$ cat config.mk
export PLATFORM = sky130hd
export DESIGN_NAME = vp_scan_clkseq
export DESIGN_NICKNAME = d
export VERILOG_FILES = /design/src/rtl/vpsc_pkg.sv /design/src/rtl/vpsc_period_pick.sv /design/src/rtl/vpsc_tally.sv /design/src/rtl/vp_scan_clkseq.sv
export SDC_FILE = /design/constraint.sdc
export NUM_CORES = 1
export LEC_CHECK = 0
export ABC_CLOCK_PERIOD_IN_PS = 8410
export BUFFER_PORTS_ARGS = -buffer_cell sky130_fd_sc_hd__buf_2
export CAP_MARGIN = 20
export CORE_ASPECT_RATIO = 0.8
export CORE_MARGIN = 5
export CORE_UTILIZATION = 40
export CTS_CLUSTER_SIZE = 14
export DETAILED_ROUTE_END_ITERATION = 8
export GPL_TIMING_DRIVEN = 0
export SLEW_MARGIN = 5
export SYNTH_ARGS = -nofsm -noshare
export SYNTH_HDL_FRONTEND = slang
export SYNTH_SLANG_ARGS = --single-unit
$ cat constraint.sdc
create_clock -name clk -period 8.41 [get_ports clk]
set_clock_uncertainty 0.2 [all_clocks]
set_input_delay 1.682 -clock clk [delete_from_list [all_inputs] [get_ports clk]]
set_output_delay 1.682 -clock clk [all_outputs]
set_load 0.02 [all_outputs]
$ cat src/rtl/vpsc_pkg.sv
package vpsc_pkg;

    // How the period of a cycle was chosen
    typedef enum logic [1:0] {
        PICK_FIT  = 2'd0,
        PICK_SYNC = 2'd1,
        PICK_MISS = 2'd2
    } pick_kind_e;

    localparam int unsigned NPER = 4;

endpackage

$ cat src/rtl/vpsc_period_pick.sv
module vpsc_period_pick
    import vpsc_pkg::*;
#(
    parameter int unsigned PW = 8
) (
    input  logic [NPER*PW-1:0] per_tbl_i,
    input  logic [PW-1:0]      req_i,
    input  logic [PW-1:0]      floor_i,
    input  logic [PW-1:0]      gap_i,
    input  logic               sync_i,
    output logic [PW-1:0]      per_o,
    output pick_kind_e         kind_o
);

    localparam int unsigned EW = PW + 1;

    logic [PW-1:0] ent [NPER];

    for (genvar k = 0; k < NPER; k++) begin : g_ent
        assign ent[k] = per_tbl_i[k*PW +: PW];
    end

    logic [EW-1:0] eff;
    logic [EW-1:0] best;
    logic [PW-1:0] longest;
    logic          found;

    always_comb begin
        eff = {1'b0, req_i};
        if ({1'b0, floor_i} > eff) eff = {1'b0, floor_i};
        if ({gap_i, 1'b0} > eff)   eff = {gap_i, 1'b0};

        best    = '1;
        found   = 1'b0;
        longest = '0;
        for (int k = 0; k < NPER; k++) begin
            if (({1'b0, ent[k]} >= eff) && ({1'b0, ent[k]} < best)) begin
                best  = {1'b0, ent[k]};
                found = 1'b1;
            end
            if (ent[k] > longest) longest = ent[k];
        end

        if (sync_i) begin
            per_o  = longest;
            kind_o = PICK_SYNC;
        end else if (found) begin
            per_o  = best[PW-1:0];
            kind_o = PICK_FIT;
        end else begin
            per_o  = longest;
            kind_o = PICK_MISS;
        end
    end

endmodule

$ cat src/rtl/vpsc_tally.sv
module vpsc_tally #(
    parameter int unsigned PW = 8,
    parameter int unsigned CW = 16,
    parameter int unsigned TW = 24
) (
    input  logic          clk,
    input  logic          rst_n,
    input  logic          start_i,
    input  logic [PW-1:0] per_i,
    output logic [CW-1:0] cyc_o,
    output logic [TW-1:0] ticks_o
);

    typedef struct packed {
        logic [CW-1:0] cyc;
        logic [TW-1:0] ticks;
    } tally_t;

    tally_t tally_d, tally_q;

    always_comb begin
        tally_d = tally_q;
        if (start_i) begin
            tally_d.cyc   = tally_q.cyc + 1'b1;
            tally_d.ticks = tally_q.ticks + {{(TW-PW){1'b0}}, per_i};
        end
    end

    always_ff @(posedge clk or negedge rst_n) begin
        if (!rst_n) tally_q <= '0;
        else        tally_q <= tally_d;
    end

    assign cyc_o   = tally_q.cyc;
    assign ticks_o = tally_q.ticks;


    cyc_step_chk: assert property (@(posedge clk) disable iff (!rst_n)
        (cyc_o != $past(cyc_o)) |-> (cyc_o == $past(cyc_o) + 1'b1));


    tick_grow_chk: assert property (@(posedge clk) disable iff (!rst_n)
        (cyc_o == $past(cyc_o)) |-> (ticks_o == $past(ticks_o)));

endmodule

$ cat src/rtl/vp_scan_clkseq.sv
module vp_scan_clkseq
    import vpsc_pkg::*;
#(
    parameter int unsigned PW  = 8,
    parameter int unsigned NPI = 4,
    parameter int unsigned NPO = 4,
    parameter int unsigned CW  = 16,
    parameter int unsigned TW  = 24
) (
    input  logic               clk,
    input  logic               rst_n,
    input  logic [NPER*PW-1:0] per_tbl_i,
    input  logic [PW-1:0]      floor_i,
    input  logic [PW-1:0]      gap_i,
    input  logic               sync_i,
    input  logic               rec_valid_i,
    output logic               rec_ready_o,
    input  logic               rec_si_i,
    input  logic [NPI-1:0]     rec_pi_i,
    input  logic               rec_se_i,
    input  logic [PW-1:0]      rec_req_i,
    output logic               tck_o,
    output logic               scan_in_o,
    output logic [NPI-1:0]     pi_o,
    output logic               se_o,
    input  logic               scan_out_i,
    input  logic [NPO-1:0]     po_i,
    output logic               resp_valid_o,
    output logic               resp_so_o,
    output logic [NPO-1:0]     resp_po_o,
    output logic               viol_o,
    output logic [CW-1:0]      cyc_cnt_o,
    output logic [TW-1:0]      tick_sum_o
);

    typedef struct packed {
        logic           active;
        logic [PW-1:0]  tick;
        logic [PW-1:0]  per;
        pick_kind_e     kind;
        logic           tck;
        logic           si;
        logic [NPI-1:0] pi;
        logic           se;
        logic           rv;
        logic           rso;
        logic [NPO-1:0] rpo;
        logic           viol;
    } seq_t;

    seq_t seq_d, seq_q;

    logic [PW-1:0] pick_per;
    pick_kind_e    pick_kind;
    logic          last_tick;
    logic          take;

    vpsc_period_pick #(.PW(PW)) u_pick (
        .per_tbl_i (per_tbl_i),
        .req_i     (rec_req_i),
        .floor_i   (floor_i),
        .gap_i     (gap_i),
        .sync_i    (sync_i),
        .per_o     (pick_per),
        .kind_o    (pick_kind)
    );

    assign last_tick   = seq_q.active && (seq_q.tick == seq_q.per - 1'b1);
    assign rec_ready_o = !seq_q.active || last_tick;
    assign take        = rec_ready_o && rec_valid_i;

    always_comb begin
        seq_d    = seq_q;
        seq_d.rv = 1'b0;

        if (seq_q.active && !last_tick) seq_d.tick = seq_q.tick + 1'b1;

        if (last_tick) begin
            seq_d.rv     = 1'b1;
            seq_d.rso    = scan_out_i;
            seq_d.rpo    = po_i;
            seq_d.active = 1'b0;
            seq_d.tick   = '0;
        end

        if (take) begin
            seq_d.active = 1'b1;
            seq_d.tick   = '0;
            seq_d.per    = pick_per;
            seq_d.kind   = pick_kind;
            seq_d.si     = rec_si_i;
            seq_d.pi     = rec_pi_i;
            seq_d.se     = rec_se_i;
            if (pick_kind == PICK_MISS) seq_d.viol = 1'b1;
        end

        seq_d.tck = seq_d.active && (seq_d.tick >= (seq_d.per >> 1));
    end

    always_ff @(posedge clk or negedge rst_n) begin
        if (!rst_n) seq_q <= '0;
        else        seq_q <= seq_d;
    end

    vpsc_tally #(.PW(PW), .CW(CW), .TW(TW)) u_tally (
        .clk     (clk),
        .rst_n   (rst_n),
        .start_i (take),
        .per_i   (pick_per),
        .cyc_o   (cyc_cnt_o),
        .ticks_o (tick_sum_o)
    );

    assign tck_o        = seq_q.tck;
    assign scan_in_o    = seq_q.si;
    assign pi_o         = seq_q.pi;
    assign se_o         = seq_q.se;
    assign resp_valid_o = seq_q.rv;
    assign resp_so_o    = seq_q.rso;
    assign resp_po_o    = seq_q.rpo;
    assign viol_o       = seq_q.viol;


    inputs_hold_chk: assert property (@(posedge clk) disable iff (!rst_n)
        (seq_q.active && seq_q.tick != '0) |->
            ($stable(pi_o) && $stable(se_o) && $stable(scan_in_o)));


    tck_rise_chk: assert property (@(posedge clk) disable iff (!rst_n)
        $rose(tck_o) |-> (seq_q.tick == (seq_q.per >> 1)));


    stall_low_chk: assert property (@(posedge clk) disable iff (!rst_n)
        !seq_q.active |-> !tck_o);


    viol_sticky_chk: assert property (@(posedge clk) disable iff (!rst_n)
        $past(viol_o) |-> viol_o);


    resp_after_cycle_chk: assert property (@(posedge clk) disable iff (!rst_n)
        resp_valid_o |-> !$past(resp_valid_o));


    floor_keep_chk: assert property (@(posedge clk) disable iff (!rst_n)
        (seq_q.active && seq_q.kind == PICK_FIT) |-> (seq_q.per >= floor_i));


    gap_fit_chk: assert property (@(posedge clk) disable iff (!rst_n)
        (seq_q.active && seq_q.kind == PICK_FIT) |-> ((seq_q.per >> 1) >= gap_i));

endmodule

==> parameters.txt <==
Parameter                              Value

Placement
  Routability-driven placement congestion ratio    0.886
  Number of buffer cells added on primary ports    125
  Total half-perimeter wirelength after legalization and detailed placement    14800 µm
  Placed Instances    1112
  Area after detailed placement    0.00799 mm²

GRT
  Gr usage total    19.4%
  Initial antenna violation count    0
  Via count of the first global-routing pass    6031
  Overall overflow remaining after global route    0
  Maximum number of pins on one net before global-route repair    55
  Wire length of the first global-routing pass    30900 µm

Routing
  Routed metal-1 wire length    10300 µm
  Top routing layer in use    met4
  Final antenna-violating net count    0
  Count of vias placed by the detailed router    6318
  Routed length on met2    8290 µm
  Routed length per placed instance    16.5 µm
  Initial detailed-routing violation count    374
  Avg Vias per Cell    5.27
  Routed length on met3    1080 µm
  Total length of routed wires    19800 µm
  # DRC    0
  Number of search-and-repair iterations in the first detailed-routing pass    5

Job
  Number of maximum-capacitance constraint violations    0

Yosys
  Fraction of the yosys area taken by sequential cells    26.3%
  Synth warn    0
  Mapped Avg Cell Area    8.81 µm²
  Count of flip-flops with a built-in enable after synthesis    0
  Post-synthesis register bit count    71
  Async set-reset flop share out of synthesis    100%
  Post-synthesis instance area    0.00675 mm²
  Most used flip-flop cell after synthesis    dfrtp_1
  Nets in the synthesized netlist    946
  Synthesized netlist cell count    766
  Cell variety after synth    63

Cells and area
  Net count of the finished layout    1154
  Fraction of final layout cells sized beyond drive strength 1    36.0%
  Post-layout instance count excluding filler cells    1199
  Most common cell after layout, fill and taps aside    buf_2
  Filler Cell Count    1487
  End-of-flow core utilization    56.1%
  Antenna fix cells    0
  Post-layout instance area    0.00929 mm²
  Most frequent cells in the layout    buf_2 (122), ha_1 (90), buf_4 (74)
  Area Overhead vs Synth    37.6%

Timing
  Final setup violating endpoints    33
  Max Clk Rate    79.5 MHz
  Final clock period utilization by the worst path    150%
  RSZ-0062 raised after global routing    true
  Fin crit period    12580 ps
  Post-route worst setup slack    -4170 ps
  Actual slew at the worst max-slew pin    863 ps
  Total negative slack for setup checks    -113790 ps
  Worst relative slew slack    42.1%
  Max Transition Viols Final    0
  Number of hold violations in the final report    0

Worst setup path
  Critical Path Max Stage Delay    450 ps
  Data arrival time at the worst-slack endpoint    12600 ps
  Crit Path Class    in2reg
  CP bufs+invs    8
  CP Max Fanout    8
  Critical Path Source Type    input port
  WP data required    8430 ps
  Slowest-stage cell, CP    a2111o_1
  Minimum setup slack among reg-to-reg paths    3970 ps
  Critical path capture point type    flop
  Cell type group with the largest total delay on the critical path    compound AO/OA/AOI/OAI gates

Hold path
  Classification of the worst-slack hold path    reg2reg

Outcome
  Violations in the final reports    setup timing
  Status    finished with violations

Clocking
  Post-CTS Hold Buffers    0
  H-tree depth    3
  Cts bufs inserted    9
  Root Buffer Master    clkbuf_16
  Maximum clock path buffer count    2
  Skew-Pair Late Insertion Delay    330 ps
  CTS tree    yes
  Worst-path clk slew    60 ps
  Total clock sinks    71

Power and ir drop
  Total power divided by cell area    251 mW/mm²
  Max IR drop VDD    0.133 mV
  Leakage power of the design    4.73 nW

Floorplanning
  Die Span Y    126 µm
  I/O Pins    126
  Starting utilization of the core area    40.8%
  Full die area    0.0196 mm²
  Site row count    42
  Die X    155 µm
  Floorplan core area    0.0166 mm²
## cell families after synthesis
group	synth area share, %
AO/OA/AOI/OAI	16.6
flip-flops	26.3
multiplexers	5.86
buffers and inverters	5.51
XOR/XNOR	7.14
AND/OR/NAND/NOR	18.2
adder cells (fa/ha/maj)	20.3
## registers in the layout, summed over array words and instances, names as in the netlist
register	flops
pi_o	4
resp_po_o	4
resp_so_o	1
resp_valid_o	1
scan_in_o	1
se_o	1
seq_q	17
tck_o	1
u_tally.cyc_o	16
u_tally.ticks_o	24
viol_o	1
## report_power, final
part,leakage (nW),internal [mW],switching (mW)
Sequential,0.928,0.433,0.0942
Combinational,3.66,0.697,0.718
Clock,0.139,0.239,0.145
## final timing paths
| path | startpoint | end | cells past startpoint |
|---|---|---|---|
| worst max-delay path | rec_req_i[1] | u_tally.ticks_o[20] | 64 |
| max in group asynchronous | rst_n | seq_q[32] | 2 |
| worst max register to register | seq_q[18] | tck_o | 19 |
| worst min register to register | u_tally.ticks_o[23] | u_tally.ticks_o[23] | 1 |
| worst min-delay path | u_tally.ticks_o[23] | u_tally.ticks_o[23] | 1 |
| min in group asynchronous | rst_n | u_tally.ticks_o[11] | 1 |
## per-stage QoR
stage / hold WS, ps / worst slack, ps / total power [mW]
final: 258 / -4170 / 2.33
after global routing: 292 / -4570 / 2.51
after CTS: 265 / -4020 / 2.29
after detailed placement: 256 / -4980 / 1.64
after global placement: 250 / -5000 / 1.63
after floorplan: 247 / -3670 / 1.35
## area by class of cell
cell class                 count  area [µm²]  area share [%]
sequential                    71        1780            19.1
multi-input combinational    618        5270            56.8
inverter                      50         200            2.16
timing repair buffer         197        1230            13.3
clock buffer                  12         246            2.65
tap                          220         275            2.96
clock inverter                 4        53.8           0.579
buffer                        27         229            2.47
## cell usage after synthesis, types with 12 or more instances
| master | n | area share (%) |
|---|---|---|
| and3_1 | 18 | 1.7 |
| a21oi_1 | 44 | 3.3 |
| nand2_1 | 79 | 4.4 |
| nor3_1 | 16 | 1.2 |
| inv_1 | 50 | 2.8 |
| ha_1 | 108 | 20 |
| xnor2_1 | 27 | 3.5 |
| mux2i_1 | 17 | 2.5 |
| nor2_1 | 47 | 2.6 |
| xor2_1 | 28 | 3.6 |
| o21ai_0 | 34 | 2.5 |
| a21o_1 | 24 | 2.7 |
| nand4_1 | 12 | 1.1 |
| nand2b_1 | 15 | 1.4 |
| mux2_2 | 20 | 3.3 |
| dfrtp_1 | 71 | 26 |
| nand3_1 | 27 | 2.0 |
## worst reg2reg max path, stage by stage, from the launching register on
cell and delay (ps):
dfrtp_1 360, clkbuf_1 170, or3_1 390, nor3_1 180
xnor2_1 160, nor3_1 80, a21boi_1 410, nand2b_1 310
clkbuf_1 510, and2_1 240, a41oi_1 50, ha_1 280
a21o_1 160, a21oi_2 150, nor2b_1 60, o21ai_1 120
nand2b_1 80, a21oi_2 130, nor2b_1 60, o31a_1 230
## metal layers
metal  track usage (%)  vias up
met3              4.01       14
met4              2.62        0
li1                  -     3159
met1              30.2     3001
met5                 0        -
met2              28.0      144
## timing repair
action                                  CTS  global route
endpoints found under the setup margin   33            33
resized for setup                        55            41
pin swaps                                53            35
buffers inserted                         66            14
endpoints found under the hold margin     0             0
Power figures use the tool's default switching activity.
